**src/rtl/txsel_pkg.sv**
```systemverilog
package txsel_pkg;
    typedef enum logic [1:0] {
        SRC_LOCAL = 2'd0,
        SRC_LOOP  = 2'd1,
        SRC_ADJ   = 2'd2
    } src_e;

    typedef enum logic [1:0] {
        CORR_NONE  = 2'd0,
        CORR_LEN   = 2'd1,
        CORR_SHORT = 2'd2
    } corr_e;
endpackage

```
**src/rtl/bit_sync.sv**
```systemverilog
module bit_sync #(
    parameter int W      = 1,
    parameter int STAGES = 2
) (
    input  logic         clk,
    input  logic         rst_n,
    input  logic [W-1:0] d_i,
    output logic [W-1:0] q_o
);
    logic [W-1:0] stage_d [STAGES];
    logic [W-1:0] stage_q [STAGES];

    always_comb begin
        for (int i = 0; i < STAGES; i++) begin
            stage_d[i] = (i == 0) ? d_i : stage_q[(i == 0) ? 0 : i - 1];
        end
    end

    generate
        for (genvar g = 0; g < STAGES; g++) begin : g_stage
            always_ff @(posedge clk) begin
                if (!rst_n) stage_q[g] <= '0;
                else        stage_q[g] <= stage_d[g];
            end
        end
    endgenerate

    assign q_o = stage_q[STAGES-1];
endmodule

```
**src/rtl/activity_mon.sv**
```systemverilog
module activity_mon #(
    parameter int GAP_W = 9
) (
    input  logic             clk,
    input  logic             rst_n,
    input  logic             edge_i,
    input  logic [GAP_W-1:0] limit_i,
    output logic             present_o
);
    typedef struct packed {
        logic [GAP_W-1:0] gap;
        logic             present;
    } act_t;

    act_t q, d;

    always_comb begin
        d = q;
        if (edge_i) begin
            if (q.gap < limit_i) d.present = 1'b1;
            d.gap = '0;
        end else if (q.gap >= limit_i) begin
            d.present = 1'b0;
        end else begin
            d.gap = q.gap + 1'b1;
        end
    end

    always_ff @(posedge clk) begin
        if (!rst_n) begin
            q.gap     <= '1;
            q.present <= 1'b0;
        end else begin
            q <= d;
        end
    end

    assign present_o = q.present;

    // a full quiet window with no edge removes presence
    p_quiet_drops_r7: assert property (@(posedge clk) disable iff (!rst_n)
        (q.gap >= limit_i && !edge_i) |=> !present_o);
endmodule

```
**src/rtl/phase_trk.sv**
```systemverilog
module phase_trk
    import txsel_pkg::*;
#(
    parameter int CNT_W      = 7,
    parameter int LOCK_EDGES = 8,
    parameter int PHASE_TOL  = 1,
    localparam int LOCK_W    = $clog2(LOCK_EDGES + 1)
) (
    input  logic             clk,
    input  logic             rst_n,
    input  logic [CNT_W-1:0] mod_i,
    input  logic             en_i,
    input  logic             edge_i,
    output logic             lvl_o,
    output logic             locked_o
);
    typedef struct packed {
        logic [CNT_W-1:0]  cnt;
        corr_e             corr;
        logic [LOCK_W-1:0] good;
    } trk_t;

    trk_t q, d;

    logic [CNT_W-1:0] half;
    logic [CNT_W-1:0] last;
    logic             term, early, late, in_tol;
    corr_e            corr_eff;

    always_comb begin
        half     = mod_i >> 1;
        last     = mod_i - CNT_W'(1);
        term     = (q.cnt >= last);
        early    = edge_i && en_i && (q.cnt != '0) && (q.cnt < half);
        late     = edge_i && en_i && (q.cnt >= half);
        in_tol   = (q.cnt <= CNT_W'(PHASE_TOL)) || (q.cnt >= mod_i - CNT_W'(PHASE_TOL));
        corr_eff = late ? CORR_SHORT : q.corr;

        d = q;
        if (!en_i)      d.corr = CORR_NONE;
        else if (early) d.corr = CORR_LEN;
        else if (late)  d.corr = CORR_SHORT;

        if (term) begin
            d.corr = CORR_NONE;
            case (corr_eff)
                CORR_LEN:   d.cnt = q.cnt;
                CORR_SHORT: d.cnt = CNT_W'(1);
                default:    d.cnt = '0;
            endcase
        end else begin
            d.cnt = q.cnt + 1'b1;
        end

        if (!en_i) begin
            d.good = '0;
        end else if (edge_i) begin
            if (!in_tol)                               d.good = '0;
            else if (q.good != LOCK_W'(LOCK_EDGES))    d.good = q.good + 1'b1;
        end
    end

    always_ff @(posedge clk) begin
        if (!rst_n) begin
            q.cnt  <= '0;
            q.corr <= CORR_NONE;
            q.good <= '0;
        end else begin
            q <= d;
        end
    end

    assign lvl_o    = (q.cnt < half);
    assign locked_o = (q.good == LOCK_W'(LOCK_EDGES));

    // tracking disabled means lock is gone next cycle
    p_lock_drop_r6: assert property (@(posedge clk) disable iff (!rst_n)
        !en_i |=> !locked_o);
    // lock is only ever gained on a reference edge
    p_lock_on_edge_r6: assert property (@(posedge clk) disable iff (!rst_n)
        $rose(locked_o) |-> $past(edge_i));
endmodule

```
**src/rtl/tx_timing_sel.sv**
```systemverilog
module tx_timing_sel
    import txsel_pkg::*;
#(
    parameter int MOD_FAST     = 56,
    parameter int MOD_SLOW     = 64,
    parameter int LOSS_PERIODS = 4,
    parameter int LOCK_EDGES   = 8,
    parameter int PHASE_TOL    = 1
) (
    input  logic       clk,
    input  logic       rst_n,
    input  logic       rate_56,
    input  logic       loop_mode,
    input  logic       rx_clk_in,
    input  logic       adj_clk_in,
    output logic       tx_clk,
    output logic [1:0] tx_src,
    output logic       locked
);
    localparam int MOD_MAX = (MOD_SLOW > MOD_FAST) ? MOD_SLOW : MOD_FAST;
    localparam int CNT_W   = $clog2(MOD_MAX + 1);
    localparam int GAP_W   = $clog2(MOD_MAX * LOSS_PERIODS + 1);
    localparam logic [CNT_W-1:0] MODV_FAST = CNT_W'(MOD_FAST);
    localparam logic [CNT_W-1:0] MODV_SLOW = CNT_W'(MOD_SLOW);
    localparam logic [GAP_W-1:0] LIM_FAST  = GAP_W'(MOD_FAST * LOSS_PERIODS);
    localparam logic [GAP_W-1:0] LIM_SLOW  = GAP_W'(MOD_SLOW * LOSS_PERIODS);

    typedef struct packed {
        src_e sel;
        logic mute;
        logic tx;
        logic adj_prev;
    } top_t;

    top_t q, d;

    logic [1:0]       sync_out;
    logic             rx_s, adj_s;
    logic             ref_edge, present;
    logic             trk_lvl, trk_locked;
    logic [CNT_W-1:0] modv;
    logic [GAP_W-1:0] limv;
    src_e             req;

    assign modv = rate_56 ? MODV_SLOW : MODV_FAST;
    assign limv = rate_56 ? LIM_SLOW : LIM_FAST;

    bit_sync #(.W(2), .STAGES(2)) u_sync (
        .clk   (clk),
        .rst_n (rst_n),
        .d_i   ({adj_clk_in, rx_clk_in}),
        .q_o   (sync_out)
    );
    assign rx_s  = sync_out[0];
    assign adj_s = sync_out[1];

    assign ref_edge = adj_s && !q.adj_prev;

    activity_mon #(.GAP_W(GAP_W)) u_act (
        .clk       (clk),
        .rst_n     (rst_n),
        .edge_i    (ref_edge),
        .limit_i   (limv),
        .present_o (present)
    );

    phase_trk #(
        .CNT_W      (CNT_W),
        .LOCK_EDGES (LOCK_EDGES),
        .PHASE_TOL  (PHASE_TOL)
    ) u_trk (
        .clk      (clk),
        .rst_n    (rst_n),
        .mod_i    (modv),
        .en_i     (present),
        .edge_i   (ref_edge),
        .lvl_o    (trk_lvl),
        .locked_o (trk_locked)
    );

    function automatic logic src_level(src_e s, logic rx_lvl, logic div_lvl);
        return (s == SRC_LOOP) ? rx_lvl : div_lvl;
    endfunction

    always_comb begin
        if (loop_mode)    req = SRC_LOOP;
        else if (present) req = SRC_ADJ;
        else              req = SRC_LOCAL;

        d = q;
        d.adj_prev = adj_s;
        if (req != q.sel && !q.tx) begin
            d.sel  = req;
            d.mute = 1'b1;
        end
        if (d.mute && !src_level(d.sel, rx_s, trk_lvl)) d.mute = 1'b0;
        d.tx = !d.mute && src_level(d.sel, rx_s, trk_lvl);
    end

    always_ff @(posedge clk) begin
        if (!rst_n) begin
            q.sel      <= SRC_LOCAL;
            q.mute     <= 1'b0;
            q.tx       <= 1'b0;
            q.adj_prev <= 1'b0;
        end else begin
            q <= d;
        end
    end

    assign tx_clk = q.tx;
    assign tx_src = q.sel;
    assign locked = trk_locked && present;

    // the source only moves after a cycle with the output low
    p_switch_when_low_r9: assert property (@(posedge clk) disable iff (!rst_n)
        (q.sel != $past(q.sel)) |-> !$past(q.tx));
    // the loop strap takes over at the first low output cycle
    p_loop_wins_r3: assert property (@(posedge clk) disable iff (!rst_n)
        (loop_mode && !q.tx) |=> (tx_src == 2'd1));
endmodule

```
**config.mk**
```make
export PLATFORM = sky130hd
export DESIGN_NAME = tx_timing_sel
export DESIGN_NICKNAME = d
export VERILOG_FILES = /design/src/rtl/txsel_pkg.sv /design/src/rtl/bit_sync.sv /design/src/rtl/activity_mon.sv /design/src/rtl/phase_trk.sv /design/src/rtl/tx_timing_sel.sv
export SDC_FILE = /design/constraint.sdc
export NUM_CORES = 1
export LEC_CHECK = 0
export BUFFER_PORTS_ARGS = -buffer_cell sky130_fd_sc_hd__buf_2
export CAP_MARGIN = 25
export CORE_MARGIN = 3
export CORE_UTILIZATION = 40
export CTS_BUF_LIST = sky130_fd_sc_hd__clkbuf_4
export CTS_CLUSTER_DIAMETER = 30
export DETAILED_ROUTE_END_ITERATION = 6
export PLACE_DENSITY = 0.54
export SLEW_MARGIN = 40
export SYNTH_ARGS = -nofsm -noshare
export SYNTH_HDL_FRONTEND = slang
export SYNTH_SLANG_ARGS = --single-unit
```
**constraint.sdc**
```tcl
create_clock -name clk -period 3 [get_ports clk]
set_input_delay 0.3 -clock clk [delete_from_list [all_inputs] [get_ports clk]]
set_output_delay 0.3 -clock clk [all_outputs]
set_load 0.02 [all_outputs]
```
==> results of run 1 <==
-- cell usage in the layout, fill, tap and decap left out, types with 2 or more instances in the layout --
cell type	n
sky130_fd_sc_hd__clkinv_2	2
sky130_fd_sc_hd__inv_1	12
sky130_fd_sc_hd__buf_2	9
sky130_fd_sc_hd__nand2_1	15
sky130_fd_sc_hd__o21ai_0	14
sky130_fd_sc_hd__nand2b_1	2
sky130_fd_sc_hd__dfxtp_1	32
sky130_fd_sc_hd__nor3b_1	4
sky130_fd_sc_hd__nor3_1	11
sky130_fd_sc_hd__o211ai_1	2
sky130_fd_sc_hd__a21o_1	2
sky130_fd_sc_hd__nor2b_1	3
sky130_fd_sc_hd__clkbuf_4	5
sky130_fd_sc_hd__o211a_1	2
sky130_fd_sc_hd__a21oi_1	10
sky130_fd_sc_hd__xor2_1	4
sky130_fd_sc_hd__nor2_1	10
sky130_fd_sc_hd__xnor2_1	6
sky130_fd_sc_hd__and3_1	3
sky130_fd_sc_hd__nand4_1	7
sky130_fd_sc_hd__ha_1	16
sky130_fd_sc_hd__nand3_1	11
sky130_fd_sc_hd__and2_1	6
-- cells by family after synthesis --
logic type | Yosys count | synth area share, %
and+or+nand+nor | 84 | 25.8
adders and majority gates | 16 | 11.0
muxes | 1 | 0.551
DFF | 32 | 35.3
AOI/OAI and AO/OA | 45 | 17.6
buffers and inverters | 21 | 4.89
xor gates and xnor gates | 10 | 4.82
-- metrics by stage --
| stage | std cells | total power [W] | hold slack, ps |
|---|---|---|---|
| 6_report | 268 | 0.00110 | 162 |
| 5_1_grt | 268 | 0.00119 | 147 |
| 2_1_floorplan | 209 | 0.000808 | 412 |
| 4_1_cts | 268 | 0.00112 | 150 |
| 3_3_place_gp | 260 | 0.000870 | 419 |
| 3_5_place_dp | 260 | 0.000873 | 423 |
-- worst min path at each step --
stage | endpoint | slack [ps]
6_report | u_sync.stage_q[0][0]$_SDFF_PN0_ | 160
5_1_grt | u_sync.stage_q[0][1]$_SDFF_PN0_ | 150
2_1_floorplan | u_sync.stage_q[1][0]$_SDFF_PN0_ | 410
3_3_place_gp | u_sync.stage_q[1][0]$_SDFF_PN0_ | 420
3_5_place_dp | u_sync.stage_q[1][0]$_SDFF_PN0_ | 420
4_1_cts | u_sync.stage_q[0][0]$_SDFF_PN0_ | 150
-- metal layers --
metal	part of all wire, %	vias up	wire length [um]
met3	2.6	8	91
met5	0	-	0
met1	50	688	1760
met4	1.7	0	59
li1	-	763	-
met2	46	16	1640
-- worst register-to-register path: cells and delay by family (launching register included) --
kind	cells	cell delay, ps
AO/OA/AOI/OAI	3	700
flip-flops	1	490
adder cells (fa/ha/maj)	1	310
AND/OR/NAND/NOR	2	410
-- area by class of cell --
cell class / instances / area, um2 / share of cell area [%]
repair buffers: 10 / 52.6 / 2.71
multi-input cells: 156 / 1090 / 56.0
well taps: 50 / 62.6 / 3.23
clock buffers: 5 / 37.5 / 1.94
clock inverters: 3 / 13.8 / 0.710
inverters: 12 / 45.0 / 2.32
flip-flops and latches: 32 / 641 / 33.1
-- state kept, by name (all words and copies together), names as in the netlist --
signal and count:
u_act.q 9, u_act.present_o 1, q 2, tx_clk 1, u_trk.q 13, u_sync.stage_q 4, tx_src 2
-- power breakdown --
part           leakage (nW)  total, W  internal [W]  switching [W]
Combinational         0.517  0.000322      0.000156       0.000166
Clock                0.0324  0.000241     0.0000859       0.000155
Sequential            0.262  0.000543      0.000483      0.0000599
==> results.cfg, run 1 <==
[routing]
dr.first_iter.drc_count = 67
drt_wl_total_mm = 3.56
vias_per_cell = 5.50
post-route-drc-count = 0
via_count = 1475
detail_route.first_pass.iterations = 4
avgRoutedWirePerCell_um = 13.3
ant_nets = 0

[yosys]
synth_sequential_area_ratio_pct = 35.3
synth_flop_cell = sky130_fd_sc_hd__dfxtp_1
avgSynthCellArea_um2 = 8.69
synth_cells = 209
number_of_unique_standard_cell_types_used_by_synthesis = 51
ys_seq_elements = 32
synth-async-reset-ratio_pct = 0
mappedNetlistArea_um2 = 1820
synth_edf_count = 0
yosysMostFrequentCell = sky130_fd_sc_hd__dfxtp_1
ys_top_cells_by_count = 32 x sky130_fd_sc_hd__dfxtp_1, 16 x sky130_fd_sc_hd__ha_1, 15 x sky130_fd_sc_hd__nand2_1
proportion_of_netlist_area_held_by_the_largest_area_contributor_pct = 35.3
synth_area_leader_cell = sky130_fd_sc_hd__dfxtp_1
warnings_synthesis = 0
synthesis.nets = 231
synth_area_leaders = sky130_fd_sc_hd__dfxtp_1 35%, sky130_fd_sc_hd__ha_1 11%, sky130_fd_sc_hd__o21ai_0 3.9%

[worst_setup_path]
crit_chain = ha_1 > nand3b_1 > o221ai_2 > o21bai_2 > and3_4 > a211o_1
critical-path-max-stage-delay_ps = 490
r2r_slack_ps = 1000
timing_worst_setup_path_type = register to register
timing.critical_path.from = u_trk.q[9]$_SDFFE_PN0P_
critical_path.reg2reg.endpoint = u_trk.q[10]$_SDFFE_PN0P_
reg2reg_from = u_trk.q[9]$_SDFFE_PN0P_
crit_arrival_ps = 2240
worstSetupPathDepth = 6
cp.buffers_inverters = 0
r2r_cells = 6
critical-path-slowest-cell = sky130_fd_sc_hd__dfxtp_1
timing.critical_path.from_type = register
end_kind = register
setup.worst_path.end = u_trk.q[10]$_SDFFE_PN0P_
crit_required_ps = 3240
worstPathMaxFanout = 8
path_delay_family = compound AO/OA/AOI/OAI gates

[clocking]
cts_root_buf = sky130_fd_sc_hd__clkbuf_4
tritoncts = built
cts_setup_buffers = 0
clock_path_buffers = 2
post_cts_resized = 0
insertion_delay_ps = 340
clkSlewWorstSetupHoldPaths_ps = 110
ctsHoldBuffers = 0
cts_inserted_buffers = 5
cts_htree_levels = 2
cts_sinks = 32

[global_route]
groute.layer.met3.usage_pct = 3.83
grt_first_pass_wirelength_mm = 6.30
pin_count_of_the_biggest_net_entering_global_routing = 29
grt_remaining_overflow = 0
vias_in_the_first_global_route = 1448
grt_antenna_before_repair = 0
met1_usage_pct = 18.9
gr-usage-met2_pct = 23.9
grt_use_total_pct = 15.0
grt_busiest_layer = met2

[timing]
final_max_slew_viol_count = 0
fmax_mhz = 500
max_slew.worst_pin.slew_ps = 436
rsz0062_at_grt = no
final_period_minus_worst_setup_slack_ps = 2000
maxSlewHeadroom_pct = 70.9
period_share_pct = 66.6
finalHoldViolations = 0
sum_neg_setup_slack_ps = 0
clock-skew-final_ps = 10.7
post-route-worst-setup-slack_ps = 1000
setup-violations-final = 0

[placement]
dpl.hpwl_mm = 2.65
placer_s_final_routability_congestion_estimate = 0.846
io_buffer_count = 9
post-place-ws_ps = 878
detailed_place.area_um2 = 1890

[die]
rows = 23
start_util_pct = 43.5
die_y_um = 73.4
pin_count = 10
die_w_um = 73.4
standard_cell_core_area_um2 = 4170
die-area_um2 = 5380

[cells_and_area]
layout.cell_area.non_filler_um2 = 1940
filler_cell_count = 422
layout.core_utilization_pct = 46.4
nNetsFinal = 239
antenna_cells_inserted = 0
share_of_final_layout_standard_cells_stronger_than_drive_strength_1_pct = 14.2
syn_to_final_growth_pct = 6.75

[run_status]
run_status = finished, final reports clean

[min_path]
hold_path_startpoint = rx_clk_in
holdPathStages = 2
min-delay-path-class = input port to register

[job]
drv.max_cap_violation_count = 0

[power_and_ir_drop]
power.leakage_nw = 0.812
vdd.ir_drop.worst_uv = 334
powerDensity_nw_per_um2 = 570
Note: power is estimated with default switching activity, not from simulation.
==> inputs of run 2 (changes only) <==
--- a/config.mk
+++ b/config.mk
@@ -12,7 +12,7 @@
 export CTS_BUF_LIST = sky130_fd_sc_hd__clkbuf_4
 export CTS_CLUSTER_DIAMETER = 30
 export DETAILED_ROUTE_END_ITERATION = 6
-export PLACE_DENSITY = 0.54
+export PLACE_DENSITY = 0.56
 export SLEW_MARGIN = 40
 export SYNTH_ARGS = -nofsm -noshare
 export SYNTH_HDL_FRONTEND = slang
==> constraint.sdc (replaced) <==
create_clock -name clk -period 1.8 [get_ports clk]
set_input_delay 0.18 -clock clk [delete_from_list [all_inputs] [get_ports clk]]
set_output_delay 0.18 -clock clk [all_outputs]
set_load 0.02 [all_outputs]
==> run 2 against run 1 <==
- final area increased by 7.3%
- clock skew shrank 7.2 ps
- wire length grew 4.6%
- largest cell class unchanged
==> results.cfg, run 2 (synthesized netlist as in run 1, its figures left out) <==
[run_status]
run_status = finished, final reports clean

[worst_setup_path]
timing.critical_path.from_type = register
crit_required_ps = 2020
end_kind = register
worstPathMaxFanout = 4
critical-path-max-stage-delay_ps = 340
crit_chain = ha_1 > nand3b_1 > nor3_1 > o21bai_2 > and3_4 > a211o_1
cp.buffers_inverters = 0
critical-path-slowest-cell = sky130_fd_sc_hd__dfxtp_2
timing_worst_setup_path_type = register to register
crit_arrival_ps = 1980
path_delay_family = simple AND/OR/NAND/NOR gates

[die]
die-area_um2 = 5380
standard_cell_core_area_um2 = 4170
pin_count = 10
rows = 23
die_y_um = 73.4
start_util_pct = 43.5
die_w_um = 73.4

[power_and_ir_drop]
powerDensity_nw_per_um2 = 909
power.sequential.fraction_pct = 47.5
vdd.ir_drop.worst_uv = 598
p_sw_w = 0.000638
share_comb_of_total_power_pct = 32.1
internal-power_w = 0.00125
power.leakage_nw = 0.902
clock_group_share_of_total_power_pct = 20.4
total_power_of_the_final_layout_w = 0.00189
swShare_pct = 33.7

[clocking]
cts_htree_levels = 2
insertion_delay_ps = 320
cts_root_buf = sky130_fd_sc_hd__clkbuf_4
clkSlewWorstSetupHoldPaths_ps = 100
clock_path_buffers = 2
cts_sinks = 32
ctsHoldBuffers = 0
cts_inserted_buffers = 5
tritoncts = built

[global_route]
gr-usage-met2_pct = 24.0
grt_first_pass_wirelength_mm = 6.20
vias_in_the_first_global_route = 1460
groute.layer.met3.usage_pct = 3.83
grt_busiest_layer = met2
grt_remaining_overflow = 0
met1_usage_pct = 18.2
grt_use_total_pct = 14.5
pin_count_of_the_biggest_net_entering_global_routing = 29
grt_antenna_before_repair = 0

[routing]
avgRoutedWirePerCell_um = 13.0
dr.first_iter.drc_count = 170
ant_nets = 0
drt_wl_total_mm = 3.72
post-route-drc-count = 0
detail_route.first_pass.iterations = 5
vias_per_cell = 5.40
via_count = 1538

[placement]
dpl.hpwl_mm = 2.77
placer_s_final_routability_congestion_estimate = 0.840
io_buffer_count = 9
post-place-ws_ps = -120

[timing]
max_slew.worst_pin.slew_ps = 445
fmax_mhz = 570
final_period_minus_worst_setup_slack_ps = 1750
period_share_pct = 97.5
clock-skew-final_ps = 3.42
rsz0062_at_grt = yes
maxSlewHeadroom_pct = 70.4
post-route-worst-setup-slack_ps = 45.5
setup-violations-final = 0
final_max_slew_viol_count = 0
sum_neg_setup_slack_ps = 0
finalHoldViolations = 0

[cells_and_area]
max_flop_register = u_trk.q
final_cell_mix = 31 x sky130_fd_sc_hd__dfxtp_1, 18 x sky130_fd_sc_hd__buf_4, 16 x sky130_fd_sc_hd__ha_1
antenna_cells_inserted = 0
seqCellArea_um2 = 642
nNetsFinal = 256
filler_cell_count = 407
mostFrequentLayoutCell = sky130_fd_sc_hd__dfxtp_1
largest_reg_flops = 13
layout.core_utilization_pct = 49.8
reg.largest.list = u_trk.q (13), u_act.q (9), u_sync.stage_q (4)
syn_to_final_growth_pct = 14.5
share_of_final_layout_standard_cells_stronger_than_drive_strength_1_pct = 21.3
area_used_by_multi_input_combinational_logic_um2 = 1100

[min_path]
min-delay-path-class = input port to register

[job]
drv.max_cap_violation_count = 0
run 2: cell type report:
class / count / share of cell area [%]
tap: 50 / 3.01
timing repair buffer: 27 / 8.66
clock buffer: 5 / 1.81
sequential: 32 / 30.9
multi-input combinational: 156 / 52.8
inverter: 12 / 2.17
clock inverter: 3 / 0.662
run 2: per-stage QoR:
| step | hold slack (ps) | instance area, um2 | cells |
|---|---|---|---|
| 6_report | 60.7 | 2080 | 285 |
| 3_3_place_gp | 390 | 2000 | 275 |
| 2_1_floorplan | 307 | 1820 | 209 |
| 3_5_place_dp | 396 | 2000 | 275 |
| 4_1_cts | 48.5 | 2070 | 285 |
| 5_1_grt | 61.0 | 2080 | 285 |
run 2: what timing repair did:
| item | CTS | global route |
|---|---|---|
| gates resized for setup | 1 | 2 |
| setup endpoints to repair | 1 | 5 |
| pin swaps | 2 | 1 |
| setup buffers | 2 | 0 |
| cloned | 0 | 0 |
run 2: routing by layer:
| layer | part of all wire, % | wire length [um] |
|---|---|---|
| met5 | 0 | 0 |
| met4 | 1.2 | 44 |
| met3 | 3.5 | 131 |
| met2 | 48 | 1770 |
| met1 | 48 | 1770 |
run 2: worst paths after layout:
kind / slack, ps / endpoint / from / cells after the start
max: 50 / u_trk.q[10]$_SDFFE_PN0P_ / u_trk.q[9]$_SDFFE_PN0P_ / 6
min: 60 / u_sync.stage_q[0][1]$_SDFF_PN0_ / adj_clk_in / 2
max reg2reg: 50 / u_trk.q[10]$_SDFFE_PN0P_ / u_trk.q[9]$_SDFFE_PN0P_ / 6
min reg2reg: 440 / u_sync.stage_q[1][0]$_SDFF_PN0_ / u_sync.stage_q[0][0]$_SDFF_PN0_ / 1
run 2: worst register-to-register path, delay by kind of cell, from the launching register on:
family,cells,cell delay (ps)
compound gates,2,410
fa+ha+maj,1,290
simple gates,3,620
flops,1,340
run 2: power groups by stage:
stage	clock network, W	logic, W	registers (W)
detailed placement	0	0.000591	0.000914
floorplan	0	0.000449	0.000897
CTS	0.000404	0.000597	0.000898
global placement	0	0.000583	0.000908
finish	0.000386	0.000607	0.000898
global route	0.000430	0.000697	0.000914
==> inputs of run 3 (changes only) <==
--- a/config.mk
+++ b/config.mk
@@ -5,6 +5,7 @@
 export SDC_FILE = /design/constraint.sdc
 export NUM_CORES = 1
 export LEC_CHECK = 0
+export ABC_AREA = 1
 export BUFFER_PORTS_ARGS = -buffer_cell sky130_fd_sc_hd__buf_2
 export CAP_MARGIN = 25
 export CORE_MARGIN = 3
==> run 3 against run 2 <==
- combinational power increased by 13%
- global-route usage decreased by 0.63 points
- setup slack better by 160 ps
- via count is 9.8% higher
- cell count is 23% higher
- die area grew 7.6%
- wire length rose by 6.1%
- first-iteration DRC count decreased by 53%
- final area is 3.1% higher
- critical path type unchanged
- critical endpoint is now u_trk.q[6]$_SDFFE_PN0P_
- largest power group unchanged
==> results.cfg, run 3 <==
[run_status]
run_status = finished, final reports clean

[global_route]
grt_remaining_overflow = 0
vias_in_the_first_global_route = 1495
grt_busiest_layer = met2
grt_use_total_pct = 13.9
gr-usage-met2_pct = 22.6
groute.layer.met3.usage_pct = 3.66
met1_usage_pct = 17.6
grt_first_pass_wirelength_mm = 6.63
grt_antenna_before_repair = 0
pin_count_of_the_biggest_net_entering_global_routing = 16

[yosys]
proportion_of_netlist_area_held_by_the_largest_area_contributor_pct = 32.6
ys_seq_elements = 32
synth_sequential_area_ratio_pct = 32.6
synthesis.nets = 291
mappedNetlistArea_um2 = 1970
yosysMostFrequentCell = sky130_fd_sc_hd__nand2_1
synth_flop_cell = sky130_fd_sc_hd__dfxtp_1
warnings_synthesis = 0
synth_cells = 269
ys_top_cells_by_count = 44 x sky130_fd_sc_hd__nand2_1, 42 x sky130_fd_sc_hd__inv_1, 32 x sky130_fd_sc_hd__dfxtp_1
avgSynthCellArea_um2 = 7.31
synth-async-reset-ratio_pct = 0
synth_area_leaders = sky130_fd_sc_hd__dfxtp_1 33%, sky130_fd_sc_hd__ha_1 10%, sky130_fd_sc_hd__nand2_1 8.4%
synth_edf_count = 0
number_of_unique_standard_cell_types_used_by_synthesis = 37
synth_area_leader_cell = sky130_fd_sc_hd__dfxtp_1

[cells_and_area]
share_of_final_layout_standard_cells_stronger_than_drive_strength_1_pct = 15.4
reg.largest.list = u_trk.q (13), u_act.q (9), u_sync.stage_q (4)
nNetsFinal = 306
antenna_cells_inserted = 0
final_cell_mix = 43 x sky130_fd_sc_hd__nand2_1, 42 x sky130_fd_sc_hd__inv_1, 32 x sky130_fd_sc_hd__dfxtp_1
syn_to_final_growth_pct = 9.03
mostFrequentLayoutCell = sky130_fd_sc_hd__nand2_1
max_flop_register = u_trk.q
largest_reg_flops = 13

[timing]
rsz0062_at_grt = no
finalHoldViolations = 0
fmax_mhz = 626
final_max_slew_viol_count = 0
post-route-worst-setup-slack_ps = 202
max_slew.worst_pin.slew_ps = 379
period_share_pct = 88.8
setup-violations-final = 0
clock-skew-final_ps = 7.25
final_period_minus_worst_setup_slack_ps = 1600
maxSlewHeadroom_pct = 74.5
sum_neg_setup_slack_ps = 0

[routing]
dr.first_iter.drc_count = 80
drt_wl_total_mm = 3.95
via_count = 1689
vias_per_cell = 4.83
post-route-drc-count = 0
ant_nets = 0
detail_route.first_pass.iterations = 4
avgRoutedWirePerCell_um = 11.3

[power_and_ir_drop]
internal-power_w = 0.00122
vdd.ir_drop.worst_uv = 565
power.leakage_nw = 1.03
p_sw_w = 0.000762
powerDensity_nw_per_um2 = 924
power.sequential.fraction_pct = 45.1
share_comb_of_total_power_pct = 34.6
swShare_pct = 38.5
clock_group_share_of_total_power_pct = 20.3

[die]
die_w_um = 76.1
standard_cell_core_area_um2 = 4530
rows = 24
die_y_um = 76.1
start_util_pct = 43.4
die-area_um2 = 5790
pin_count = 10

[placement]
post-place-ws_ps = 15.9
io_buffer_count = 9
placer_s_final_routability_congestion_estimate = 0.836
dpl.hpwl_mm = 2.98

[job]
drv.max_cap_violation_count = 0

[worst_setup_path]
critical_path.most_common_cell = sky130_fd_sc_hd__inv_1
crit_required_ps = 2090
end_kind = register
critical-path-max-stage-delay_ps = 370
timing.critical_path.from_type = register
crit_chain = ha_1 > inv_1 > nor2_1 > nand2_2 > a21oi_4 > nand4_1 > nand3_1 > nand2_1 > inv_1
worstPathMaxFanout = 7
crit_arrival_ps = 1890
critical-path-slowest-cell = sky130_fd_sc_hd__dfxtp_1
timing_worst_setup_path_type = register to register

[clocking]
insertion_delay_ps = 330
cts_htree_levels = 2
cts_root_buf = sky130_fd_sc_hd__clkbuf_4
clkSlewWorstSetupHoldPaths_ps = 110
tritoncts = built
cts_sinks = 32
clock_path_buffers = 2
ctsHoldBuffers = 0
cts_inserted_buffers = 5

[min_path]
min-delay-path-class = input port to register
run 3: kinds of logic after synthesis:
group | Yosys count | share of synthesized area [%]
and+or+nand+nor | 124 | 31.6
xor gates and xnor gates | 5 | 2.23
AOI/OAI and AO/OA | 38 | 12.0
buffers and inverters | 54 | 11.5
adders and majority gates | 16 | 10.2
DFF | 32 | 32.6
run 3: timing repair:
action                                  in CTS  in global routing
buffers inserted                             0                  0
hold endpoints to repair                     0                  0
resized for setup                            0                  1
endpoints found under the setup margin       0                  4
run 3: worst paths after layout:
kind / start / to / slack, ps / cells past startpoint
worst max-delay path: u_trk.q[9]$_SDFFE_PN0P_ / u_trk.q[6]$_SDFFE_PN0P_ / 200 / 9
worst min-delay path: adj_clk_in / u_sync.stage_q[0][1]$_SDFF_PN0_ / 20 / 3
worst max register to register: u_trk.q[9]$_SDFFE_PN0P_ / u_trk.q[6]$_SDFFE_PN0P_ / 200 / 9
worst min register to register: u_sync.stage_q[0][1]$_SDFF_PN0_ / u_sync.stage_q[1][1]$_SDFF_PN0_ / 420 / 2
run 3: routing by layer:
metal | wire (um) | vias to the layer above
li1 | - | 910
met1 | 1990 | 747
met2 | 1790 | 27
met3 | 120 | 5
met4 | 42 | 0
met5 | 0 | -
run 3: final cells by class:
class / instances / area [um2]
tap: 65 / 81.3
clock buffer: 5 / 37.5
sequential: 32 / 641
multi-input combinational: 183 / 1100
clock inverter: 3 / 13.8
inverter: 47 / 179
fill: 458 / 2390
timing repair buffer: 15 / 90.1
run 3: worst max-delay path, delay by kind of cell, from the launching register on:
| kind | cells | cell delay (ps) |
|---|---|---|
| AND/OR/NAND/NOR | 5 | 540 |
| AO/OA/AOI/OAI | 1 | 240 |
| flip-flops | 1 | 370 |
| adder cells (fa/ha/maj) | 1 | 310 |
| buffers and inverters | 2 | 80 |
run 3: through the flow:
| step | std cells | instance area [um2] | power, W | hold WS (ps) | utilization [%] |
|---|---|---|---|---|---|
| finish | 350 | 2140 | 0.00198 | 22.4 | 47.3 |
| global route | 350 | 2140 | 0.00215 | 22.6 | 47.3 |
| CTS | 350 | 2140 | 0.00200 | 11.9 | 47.2 |
| detailed placement | 342 | 2090 | 0.00159 | 368 | 46.1 |
| global placement | 342 | 2090 | 0.00159 | 367 | 46.1 |
| floorplan | 269 | 1970 | 0.00145 | 278 | - |
run 3: power groups by stage:
stage | logic (W) | clock network [W] | registers (W)
finish | 0.000686 | 0.000402 | 0.000893
global route | 0.000795 | 0.000441 | 0.000912
CTS | 0.000688 | 0.000415 | 0.000892
detailed placement | 0.000683 | 0 | 0.000907
global placement | 0.000683 | 0 | 0.000906
floorplan | 0.000557 | 0 | 0.000894
